==> config.mk <==
export PLATFORM = sky130hd
export DESIGN_NAME = bus_reset_repeater
export DESIGN_NICKNAME = d
export VERILOG_FILES = /design/src/rtl/rrep_pkg.sv /design/src/rtl/rrep_sync.sv /design/src/rtl/rrep_channel.sv /design/src/rtl/rrep_lockout.sv /design/src/rtl/bus_reset_repeater.sv
export SDC_FILE = /design/constraint.sdc
export NUM_CORES = 1
export LEC_CHECK = 0
export ABC_AREA = 1
export BUFFER_PORTS_ARGS = -buffer_cell sky130_fd_sc_hd__buf_4
export CORE_MARGIN = 5
export CORE_UTILIZATION = 50
export DETAILED_ROUTE_END_ITERATION = 6
export GPL_ROUTABILITY_DRIVEN = 0
export PLACE_DENSITY = 0.76
export SLEW_MARGIN = 0
export SYNTH_ARGS = -nofsm -noshare
export SYNTH_HDL_FRONTEND = slang
export SYNTH_SLANG_ARGS = --single-unit
==> constraint.sdc <==
create_clock -name clk -period 2 [get_ports clk]
set_input_delay 0.4 -clock clk [delete_from_list [all_inputs] [get_ports clk]]
set_output_delay 0.4 -clock clk [all_outputs]
set_load 0.02 [all_outputs]
==> src/rtl/rrep_pkg.sv <==
package rrep_pkg;

  // Direction indices; the lower index has priority on a tie
  localparam int DIR_AB  = 0;
  localparam int DIR_BA  = 1;
  localparam int NUM_DIR = 2;

  typedef enum logic [1:0] {
    CH_IDLE   = 2'd0,
    CH_HOLD   = 2'd1,
    CH_FOLLOW = 2'd2,
    CH_RECOV  = 2'd3
  } ch_state_e;

endpackage

==> src/rtl/rrep_sync.sv <==
module rrep_sync #(
  parameter int              WIDTH   = 2,
  parameter int              STAGES  = 2,
  parameter logic [WIDTH-1:0] RST_VAL = '1
) (
  input  logic             clk,
  input  logic             rst,
  input  logic [WIDTH-1:0] d,
  output logic [WIDTH-1:0] q
);

  logic [STAGES-1:0][WIDTH-1:0] stg_q;

  always_ff @(posedge clk) begin
    if (rst) begin
      for (int s = 0; s < STAGES; s++) stg_q[s] <= RST_VAL;
    end else begin
      stg_q[0] <= d;
      for (int s = 1; s < STAGES; s++) stg_q[s] <= stg_q[s-1];
    end
  end

  assign q = stg_q[STAGES-1];

endmodule

==> src/rtl/rrep_channel.sv <==
module rrep_channel
  import rrep_pkg::*;
#(
  parameter int HOLD_CYC  = 8,
  parameter int RECOV_CYC = 16
) (
  input  logic clk,
  input  logic rst,
  input  logic req,    // synchronized source assertion, active high
  input  logic grant,  // permission to start a new pulse
  output logic want,   // ready to start and source asserted
  output logic idle,
  output logic drive   // registered: drive the destination line
);

  localparam int MAXC = (HOLD_CYC > RECOV_CYC) ? HOLD_CYC : RECOV_CYC;
  localparam int CW   = (MAXC > 1) ? $clog2(MAXC) : 1;
  localparam logic [CW-1:0] HOLD_LD  = CW'(HOLD_CYC - 1);
  localparam logic [CW-1:0] RECOV_LD = CW'(RECOV_CYC - 1);

  ch_state_e      st_q, st_d;
  logic [CW-1:0]  cnt_q, cnt_d;
  logic           drive_q;
  logic           cnt_zero;

  assign cnt_zero = (cnt_q == '0);
  assign want     = req && ((st_q == CH_IDLE) || ((st_q == CH_RECOV) && cnt_zero));
  assign idle     = (st_q == CH_IDLE);
  assign drive    = drive_q;

  always_comb begin
    st_d  = st_q;
    cnt_d = cnt_q;
    case (st_q)
      CH_IDLE: begin
        if (grant) begin
          st_d  = CH_HOLD;
          cnt_d = HOLD_LD;
        end
      end
      CH_HOLD: begin
        if (!cnt_zero) begin
          cnt_d = cnt_q - 1'b1;
        end else if (req) begin
          st_d = CH_FOLLOW;
        end else begin
          st_d  = CH_RECOV;
          cnt_d = RECOV_LD;
        end
      end
      CH_FOLLOW: begin
        if (!req) begin
          st_d  = CH_RECOV;
          cnt_d = RECOV_LD;
        end
      end
      CH_RECOV: begin
        if (!cnt_zero) begin
          cnt_d = cnt_q - 1'b1;
        end else if (grant) begin
          st_d  = CH_HOLD;
          cnt_d = HOLD_LD;
        end else begin
          st_d = CH_IDLE;
        end
      end
      default: st_d = CH_IDLE;
    endcase
  end

  always_ff @(posedge clk) begin
    if (rst) begin
      st_q    <= CH_IDLE;
      cnt_q   <= '0;
      drive_q <= 1'b0;
    end else begin
      st_q    <= st_d;
      cnt_q   <= cnt_d;
      drive_q <= (st_d == CH_HOLD) || (st_d == CH_FOLLOW);
    end
  end

  // ---------------- checking ----------------
  localparam int OW = $clog2(HOLD_CYC + 1);
  localparam int RW = $clog2(RECOV_CYC + 1);
  localparam logic [OW-1:0] ON_SAT  = OW'(HOLD_CYC);
  localparam logic [RW-1:0] OFF_SAT = RW'(RECOV_CYC);

  logic [OW-1:0] on_run_q;
  logic [RW-1:0] off_run_q;

  always_ff @(posedge clk) begin
    if (rst) begin
      on_run_q  <= '0;
      off_run_q <= OFF_SAT;
    end else if (drive_q) begin
      on_run_q  <= (on_run_q == ON_SAT) ? on_run_q : on_run_q + 1'b1;
      off_run_q <= '0;
    end else begin
      on_run_q  <= '0;
      off_run_q <= (off_run_q == OFF_SAT) ? off_run_q : off_run_q + 1'b1;
    end
  end


  hold_min_chk: assert property (@(posedge clk) disable iff (rst)
    ($fell(drive_q) && !$past(rst)) |-> (on_run_q >= ON_SAT));


  recov_min_chk: assert property (@(posedge clk) disable iff (rst)
    ($rose(drive_q) && !$past(rst)) |-> (off_run_q >= OFF_SAT));


  follow_rel_chk: assert property (@(posedge clk) disable iff (rst)
    ((st_q == CH_FOLLOW) && !req) |=> !drive_q);

endmodule

==> src/rtl/rrep_lockout.sv <==
module rrep_lockout
  import rrep_pkg::*;
(
  input  logic [NUM_DIR-1:0] want,
  input  logic [NUM_DIR-1:0] idle,
  output logic [NUM_DIR-1:0] grant
);

  // A direction may start only when the other one is fully idle;
  // A-to-B wins a same-cycle tie.
  always_comb begin
    grant[DIR_AB] = want[DIR_AB] && idle[DIR_BA];
    grant[DIR_BA] = want[DIR_BA] && idle[DIR_AB] && !want[DIR_AB];
  end

endmodule

==> src/rtl/bus_reset_repeater.sv <==
module bus_reset_repeater
  import rrep_pkg::*;
#(
  parameter int HOLD_CYC    = 8,
  parameter int RECOV_CYC   = 16,
  parameter int SYNC_STAGES = 2
) (
  input  logic clk,
  input  logic rst,
  input  logic a_rst_n_i,
  input  logic b_rst_n_i,
  output logic a_rst_n_o,
  output logic b_rst_n_o
);

  logic [NUM_DIR-1:0] line_n_s;
  logic [NUM_DIR-1:0] req;
  logic [NUM_DIR-1:0] want;
  logic [NUM_DIR-1:0] idle;
  logic [NUM_DIR-1:0] grant;
  logic [NUM_DIR-1:0] drive;

  rrep_sync #(
    .WIDTH  (NUM_DIR),
    .STAGES (SYNC_STAGES),
    .RST_VAL({NUM_DIR{1'b1}})
  ) u_sync (
    .clk (clk),
    .rst (rst),
    .d   ({b_rst_n_i, a_rst_n_i}),
    .q   (line_n_s)
  );

  assign req = ~line_n_s;

  for (genvar d = 0; d < NUM_DIR; d++) begin : g_dir
    rrep_channel #(
      .HOLD_CYC (HOLD_CYC),
      .RECOV_CYC(RECOV_CYC)
    ) u_ch (
      .clk  (clk),
      .rst  (rst),
      .req  (req[d]),
      .grant(grant[d]),
      .want (want[d]),
      .idle (idle[d]),
      .drive(drive[d])
    );
  end

  rrep_lockout u_lock (
    .want (want),
    .idle (idle),
    .grant(grant)
  );

  assign b_rst_n_o = ~drive[DIR_AB];
  assign a_rst_n_o = ~drive[DIR_BA];


  both_drive_chk: assert property (@(posedge clk) disable iff (rst)
    !(!a_rst_n_o && !b_rst_n_o));


  lockout_ba_chk: assert property (@(posedge clk) disable iff (rst)
    $rose(drive[DIR_BA]) |-> $past(idle[DIR_AB]));


  lockout_ab_chk: assert property (@(posedge clk) disable iff (rst)
    $rose(drive[DIR_AB]) |-> $past(idle[DIR_BA]));


  tie_pick_chk: assert property (@(posedge clk) disable iff (rst)
    (want[DIR_AB] && want[DIR_BA]) |=> !drive[DIR_BA]);


  reset_release_chk: assert property (@(posedge clk)
    rst |=> (a_rst_n_o && b_rst_n_o));

endmodule

==> results.cfg, run 1 <==
[clock_tree]
worst_skew_pair.late_latency_ns = 0.30
cts.sinks = 18
tritoncts = done
htreeDepth = 1
post-cts-setup-buffers = 0
tritoncts.num_buffers = 3
postCtsHoldBufs = 0
clock-root-buffer = sky130_fd_sc_hd__clkbuf_4
post_cts_resized = 0
clk_path_buf_depth = 2
clk_pin_slew_ns = 0.11

[detailed_routing]
route.detailed.drc = 0
avgViaCountPerCell = 5.31
route.antenna.remaining_nets = 0
wl_um = 2190
drt_pre_antenna_iters = 4
wl_per_cell_um = 11.3
detailedRoute.firstIterationViolations = 22
num_vias = 1030

[worst_setup_path]
cpLargestDelayFamily = compound AO/OA/AOI/OAI gates
most_frequent_cell_on_the_critical_path = sky130_fd_sc_hd__inv_1
cp.depth = 9
required_time_at_the_worst_slack_endpoint_ns = 2.20
endpoint_kind = register
timing.critical_path.arrival_ns = 1.85
worstPathCellList = inv_1, ha_1, inv_1, nor2_4, nand2_1, inv_1, o21ai_0, a21boi_0, nor2_1
timing.critical_path.buf_inv = 3
crit_path_start = g_dir[0].u_ch.cnt_q[0]
critical_path_type = register to register
crit_path_top_delay_cell = sky130_fd_sc_hd__dfxtp_1
critPathLaunchType = register
critical_path_peak_fanout = 5
worstReg2RegStart = g_dir[0].u_ch.cnt_q[0]
max_stage_delay_ns = 0.34
reg2regPathDepth = 9

[sta]
finalClockSkew_ns = 0.00905
final-max-slew-violation-count = 0
post-route-min-period_ns = 1.65
fin_ws_ns = 0.349
worst_slew_pin_slew_ns = 0.337
slew-limit-headroom = 0.773
final.period_utilization = 0.825
grt_setup_unrepaired = no
report.final.hold_viol_count = 0
setup_total_negative_slack_ns = 0
setup_viol = 0
maximum_operating_frequency_ghz = 0.606

[place]
placed_area_sq_mm = 0.00115
place_ws_ns = 0.385
total_half_perimeter_wirelength_after_legalization_and_detailed_placement_um = 1670
numPortBuffers = 5

[global_routing]
maximum_number_of_pins_on_one_net_before_global_route_repair = 13
initial_antenna_violation_count = 0
first_pass_grt_wire_length_um = 3970
first_global_vias = 990
grtUsageTotal = 0.154
global_route.overflow_total = 0

[final_layout]
multi_input_comb_area_sq_um = 611
antennaDiodeCount = 0
ff_latch_area_sq_um = 360
drive_above_1_share = 0.174
syn2layout_area_growth_pct = 9.10
design_area_sq_mm = 0.00118
nets = 176
final.fill_count = 187

[synthesis]
synthesis.instances = 160
synth_largest_type_area_fraction = 0.332
ys_async_sr_fraction = 0
share_of_the_yosys_chip_area_belonging_to_registers = 0.332
synth.net_count = 168
top_area_cells_in_the_synthesized_netlist = sky130_fd_sc_hd__dfxtp_1 (33%), sky130_fd_sc_hd__nand2_1 (11%), sky130_fd_sc_hd__inv_1 (9.0%), sky130_fd_sc_hd__o21ai_0 (7.4%), sky130_fd_sc_hd__a21oi_1 (4.6%)
yosysWarnings = 0
synth.most_common_cell = sky130_fd_sc_hd__nand2_1
postSynthRegisterBits = 18
syn_area_per_cell_sq_um = 6.79
synth.lib_cells_used.distinct = 25
syn-cell-area_sq_mm = 0.00109
synth_common_cells = sky130_fd_sc_hd__nand2_1 (32), sky130_fd_sc_hd__inv_1 (26), sky130_fd_sc_hd__dfxtp_1 (18)
number_of_flops_mapped_to_enable_cells_by_yosys = 0
synth.largest_area_cell = sky130_fd_sc_hd__dfxtp_1
dominantRegCellSynth = sky130_fd_sc_hd__dfxtp_1

[pwr]
power-per-cell-area_mw_per_mm2 = 1590
power.static_leakage_nw = 0.585
power.ir.vdd_worst_uv = 964

[floorplanning]
initial_core_util = 0.537
core_area_sq_mm = 0.00202
dieWidth_um = 56.6
std_cell_rows = 16
die_area_sq_mm = 0.00320
die-height_um = 56.6
boundaryPins = 6

[min_path]
cell_count_of_the_worst_hold_path = 2
holdCritPathClass = input pin to register
timing.hold.worst.start = a_rst_n_i

[run_status]
run_status = complete, no violations

[run]
maxCapViolations = 0
[cell usage in the layout (no fill, tap or decap)]
| cell | count |
|---|---|
| sky130_fd_sc_hd__clkbuf_8 | 1 |
| sky130_fd_sc_hd__a31oi_1 | 4 |
| sky130_fd_sc_hd__xor2_1 | 1 |
| sky130_fd_sc_hd__inv_1 | 26 |
| sky130_fd_sc_hd__ha_1 | 4 |
| sky130_fd_sc_hd__o21ai_2 | 1 |
| sky130_fd_sc_hd__o211ai_1 | 2 |
| sky130_fd_sc_hd__inv_2 | 1 |
| sky130_fd_sc_hd__clkbuf_4 | 3 |
| sky130_fd_sc_hd__nor2_4 | 3 |
| sky130_fd_sc_hd__nor3_1 | 2 |
| sky130_fd_sc_hd__buf_4 | 5 |
| sky130_fd_sc_hd__nor2_1 | 13 |
| sky130_fd_sc_hd__clkinv_2 | 1 |
| sky130_fd_sc_hd__dfxtp_1 | 18 |
| sky130_fd_sc_hd__nor2_2 | 1 |
| sky130_fd_sc_hd__o21ai_1 | 1 |
| sky130_fd_sc_hd__mux2_2 | 1 |
| sky130_fd_sc_hd__nand2_1 | 32 |
| sky130_fd_sc_hd__nand3_2 | 4 |
| sky130_fd_sc_hd__nand3_1 | 8 |
| sky130_fd_sc_hd__or2_2 | 4 |
| sky130_fd_sc_hd__a21boi_0 | 1 |
| sky130_fd_sc_hd__a21oi_1 | 10 |
| sky130_fd_sc_hd__o21ai_0 | 16 |
| sky130_fd_sc_hd__nand2_2 | 4 |
[routing by layer]
layer | track usage | part of all wire
met3 | 0.0436 | 0.062
met1 | 0.180 | 0.47
met2 | 0.264 | 0.46
met4 | 0.0576 | 0.0069
met5 | 0 | 0
[cells by family (layout without fill, tap and decap cells)]
family / Yosys count / after routing / synth area share
xor gates and xnor gates: 1 / 1 / 0.00807
buffers and inverters: 30 / 37 / 0.106
AOI/OAI and AO/OA: 35 / 35 / 0.176
and+or+nand+nor: 71 / 71 / 0.321
DFF: 18 / 18 / 0.332
muxes: 1 / 1 / 0.0104
adders and majority gates: 4 / 4 / 0.0461
[power breakdown]
group	leakage (nW)	internal, mW	total (mW)	switching (mW)
clock network	0.0210	0.111	0.226	0.115
logic	0.414	0.379	1.04	0.659
registers	0.149	0.483	0.622	0.139
total	0.585	0.974	1.89	0.912
[final timing paths]
kind / to / slack [ns]
worst max-delay path: g_dir[0].u_ch.drive / 0.35
worst min-delay path: u_sync.stg_q[0] / 0.28
worst max register to register: g_dir[0].u_ch.drive / 0.35
worst min register to register: u_sync.q[0] / 0.42
[final cells by class]
type                       count  share of cell area
multi-input combinational    112               0.515
sequential                    18               0.304
inverter                      28              0.0898
timing repair buffer           5              0.0317
clock buffer                   4              0.0306
tap                           27              0.0285
[metrics by stage]
| step | hold WS (ns) | power, mW | cells | util |
|---|---|---|---|---|
| 6_report | 0.279 | 1.89 | 194 | 0.586 |
| 2_1_floorplan | 0.389 | 1.43 | 160 | - |
| 3_3_place_gp | 0.391 | 1.60 | 190 | 0.568 |
| 4_1_cts | 0.274 | 1.88 | 194 | 0.586 |
| 5_1_grt | 0.278 | 2.08 | 194 | 0.586 |
| 3_5_place_dp | 0.398 | 1.65 | 190 | 0.568 |
[registers in the layout (all words and copies together), names as in the netlist]
signal            flops
g_dir.u_ch.st_q       4
u_sync.q              2
g_dir.u_ch.cnt_q      8
u_sync.stg_q          2
g_dir.u_ch.drive      2
[worst reg2reg max path: cells and delay by family, from the launching register on]
kind | cells | cell delay (ns)
compound gates | 2 | 0.51
flops | 1 | 0.34
simple gates | 3 | 0.26
buf+inv | 3 | 0.24
fa+ha+maj | 1 | 0.20
(Power assumes the default switching activity.)
==> run 2: changes to the inputs <==
ABC_AREA = 0   (was 1)
PLACE_DENSITY = 0.79   (was 0.76)
clock period = 1.5 ns   (was 2 ns; I/O delays follow)
==> run 2 against run 1 <==
Net effect:
- the flow now finishes with violations (negative setup slack)
- global-route usage up 1.7 points
- setup slack got worse by 0.40 ns
- synthesized cell count down 29%
- die area is 7.1% lower
- first-iteration DRC count decreased by 73%
- routed wire length up 6.2%
- total power rose by 43%
==> results.cfg, run 2 <==
[synthesis]
postSynthRegisterBits = 18
synth.lib_cells_used.distinct = 39
synth_largest_type_area_fraction = 0.363
synth.largest_area_cell = sky130_fd_sc_hd__dfxtp_1
synth.most_common_cell = sky130_fd_sc_hd__dfxtp_1
largest_family_of_logic_cells_by_synthesized_area = simple AND/OR/NAND/NOR gates
top_area_cells_in_the_synthesized_netlist = sky130_fd_sc_hd__dfxtp_1 (36%), sky130_fd_sc_hd__ha_1 (5.0%), sky130_fd_sc_hd__a21oi_1 (4.5%), sky130_fd_sc_hd__nor3_1 (4.5%), sky130_fd_sc_hd__inv_1 (4.2%)
yosysWarnings = 0
synth.net_count = 122
number_of_flops_mapped_to_enable_cells_by_yosys = 0
share_of_the_yosys_chip_area_belonging_to_registers = 0.363
syn_area_per_cell_sq_um = 8.70
synth.area.mux_share = 0.0101
dominantRegCellSynth = sky130_fd_sc_hd__dfxtp_1
synthesized_area_fraction_occupied_by_and_or_nand_nor_cells = 0.232
post_synth_fa_ha_maj_area_fraction = 0.0504
yosys.area_share.xor_xnor = 0.0265
synth_common_cells = sky130_fd_sc_hd__dfxtp_1 (18), sky130_fd_sc_hd__inv_1 (11), sky130_fd_sc_hd__a21oi_1 (9), sky130_fd_sc_hd__nor3_1 (9), sky130_fd_sc_hd__nor2_1 (7)
syn-cell-area_sq_um = 992
synthesis.instances = 114
ys_async_sr_fraction = 0
share_of_the_synthesized_area_in_compound_gates_ao_oa_aoi_oai = 0.228

[sta]
worst_slew_pin_slew_ns = 0.327
fin_ws_ns = -0.0490
slew-limit-headroom = 0.780
final.period_utilization = 1.03
post-route-min-period_ns = 1.55
setup_viol = 3
grt_setup_unrepaired = yes
report.final.hold_viol_count = 0
finalClockSkew_ns = 0.00137
maximum_operating_frequency_ghz = 0.646
final-max-slew-violation-count = 0

[floorplanning]
dieWidth_um = 54.5
die_area_sq_mm = 0.00298
std_cell_rows = 16
initial_core_util = 0.516
core_area_sq_mm = 0.00192
boundaryPins = 6
die-height_um = 54.5

[min_path]
timing.hold.worst.start = a_rst_n_i
holdCritPathClass = input pin to register

[clock_tree]
tritoncts.num_buffers = 3
clock-root-buffer = sky130_fd_sc_hd__clkbuf_4
htreeDepth = 1
clk_pin_slew_ns = 0.11
worst_skew_pair.late_latency_ns = 0.31
cts.sinks = 18
tritoncts = done
clk_path_buf_depth = 2

[pwr]
power.static_leakage_nw = 0.564
power.ir.vdd_worst_uv = 1200
power.share.switching = 0.396
power.internal_mw = 1.63
power-per-cell-area_mw_per_mm2 = 2050
power.combinational.fraction = 0.597
seq_power_share = 0.286
finalPower_mw = 2.70
netSwitchingPower_mw = 1.07
power.clock.fraction = 0.117

[run_status]
run_status = finished, violations left
failed_checks = negative setup slack

[place]
total_half_perimeter_wirelength_after_legalization_and_detailed_placement_um = 1620
numPortBuffers = 5

[global_routing]
first_pass_grt_wire_length_um = 3630
maximum_number_of_pins_on_one_net_before_global_route_repair = 20
grt_most_used_layer = met2
gr-usage-met2 = 0.317
global_route.overflow_total = 0
grtUsageTotal = 0.171
groute.layer.met1.usage = 0.182
first_global_vias = 891
initial_antenna_violation_count = 0
met3_usage = 0.0327

[final_layout]
layout.cells.most_common_list = sky130_fd_sc_hd__buf_4 (27), sky130_fd_sc_hd__dfxtp_1 (14), sky130_fd_sc_hd__inv_1 (9), sky130_fd_sc_hd__nor3_1 (9), sky130_fd_sc_hd__a21oi_1 (7)
largest_register = g_dir.u_ch.cnt_q
registers_with_the_highest_flip_flop_counts = g_dir.u_ch.cnt_q: 8 flops, g_dir.u_ch.st_q: 4 flops
nets = 149
antennaDiodeCount = 0
drive_above_1_share = 0.443
layout.cells.most_common = sky130_fd_sc_hd__buf_4
largest_register_ffs = 8
postLayoutCoreUtil = 0.685
syn2layout_area_growth_pct = 32.7

[worst_setup_path]
crit_path_start = g_dir[0].u_ch.st_q[0]
endpoint_kind = register
critical_path_peak_fanout = 3
required_time_at_the_worst_slack_endpoint_ns = 1.71
timing.critical_path.arrival_ns = 1.76
worstReg2RegStart = g_dir[0].u_ch.st_q[0]
critical_path_type = register to register
critPathLaunchType = register

[detailed_routing]
num_vias = 924
wl_um = 2320
avgViaCountPerCell = 5.53
route.antenna.remaining_nets = 0
detailedRoute.firstIterationViolations = 6
route.detailed.drc = 0
drt_pre_antenna_iters = 2
wl_per_cell_um = 13.9

[run]
maxCapViolations = 0
-- run 2: cell count changes after synthesis, sizes merged, moves of 7 or more --
| cell | delta |
|---|---|
| nand3 | -12 |
| nand2 | -32 |
| nor2 | -10 |
| o21ai | -13 |
| nor3 | +7 |
| inv | -16 |
-- run 2: routing by layer --
layer / up-vias / routed length, um
met5: - / 0
met4: 0 / 26
met3: 3 / 47
met2: 10 / 1230
met1: 447 / 1020
li1: 464 / -
-- run 2: area by class of cell --
cell class / count / area [sq um]
multi-input combinational: 80 / 637
clock buffer: 4 / 36.3
inverter: 11 / 41.3
timing repair buffer: 27 / 203
sequential: 18 / 365
tap: 27 / 33.8
fill: 154 / 606
-- run 2: path summary, 6_finish.rpt --
path | slack [ns] | cells past startpoint | endpoint
hold / removal | 0.17 | 2 | u_sync.stg_q[0]
setup reg to reg | -0.05 | 4 | g_dir[1].u_ch.cnt_q[1]
hold reg to reg | 0.42 | 1 | u_sync.q[1]
setup / recovery | -0.05 | 4 | g_dir[1].u_ch.cnt_q[1]
-- run 2: kinds of logic (layout without fill, tap and decap cells) --
| logic type | Yosys count | in the layout |
|---|---|---|
| compound gates | 32 | 32 |
| xor+xnor | 3 | 3 |
| fa+ha+maj | 4 | 4 |
| buf+inv | 16 | 42 |
| flops | 18 | 18 |
| mux | 1 | 1 |
| simple gates | 40 | 40 |
-- run 2: power groups by stage --
stage / logic (mW) / clock network, mW / registers [mW]
floorplan: 0.869 / 0 / 0.759
global placement: 1.27 / 0 / 0.761
detailed placement: 1.33 / 0 / 0.767
CTS: 1.43 / 0.310 / 0.756
finish: 1.61 / 0.315 / 0.773
global route: 1.77 / 0.331 / 0.792
-- run 2: per-stage QoR --
step / hold WS (ns) / cell area (sq um) / std cells / worst slack (ns) / TNS [ns]
4_1_cts: 0.175 / 1250 / 167 / -0.0536 / -0.123
3_3_place_gp: 0.391 / 1180 / 162 / -0.0657 / -0.0657
5_1_grt: 0.166 / 1320 / 167 / -0.116 / -0.466
6_report: 0.166 / 1320 / 167 / -0.0490 / -0.0719
2_1_floorplan: 0.389 / 1000 / 114 / -0.00852 / -0.00852
3_5_place_dp: 0.397 / 1180 / 162 / -0.107 / -0.231
-- run 2: critical path, stage by stage (launching register included) --
cell and delay, ns:
sky130_fd_sc_hd__dfxtp_1 0.33, sky130_fd_sc_hd__or4b_4 0.56, sky130_fd_sc_hd__a221oi_2 0.28, sky130_fd_sc_hd__nor3_1 0.07, sky130_fd_sc_hd__a311oi_1 0.22
-- run 2: what timing repair did --
| item | in CTS | in global routing |
|---|---|---|
| setup buffers | 1 | 0 |
| pin swaps | 5 | 3 |
| hold buffers | 0 | 0 |
| cloned | 0 | 0 |
| gates resized for setup | 6 | 16 |
| setup endpoints to repair | 6 | 10 |
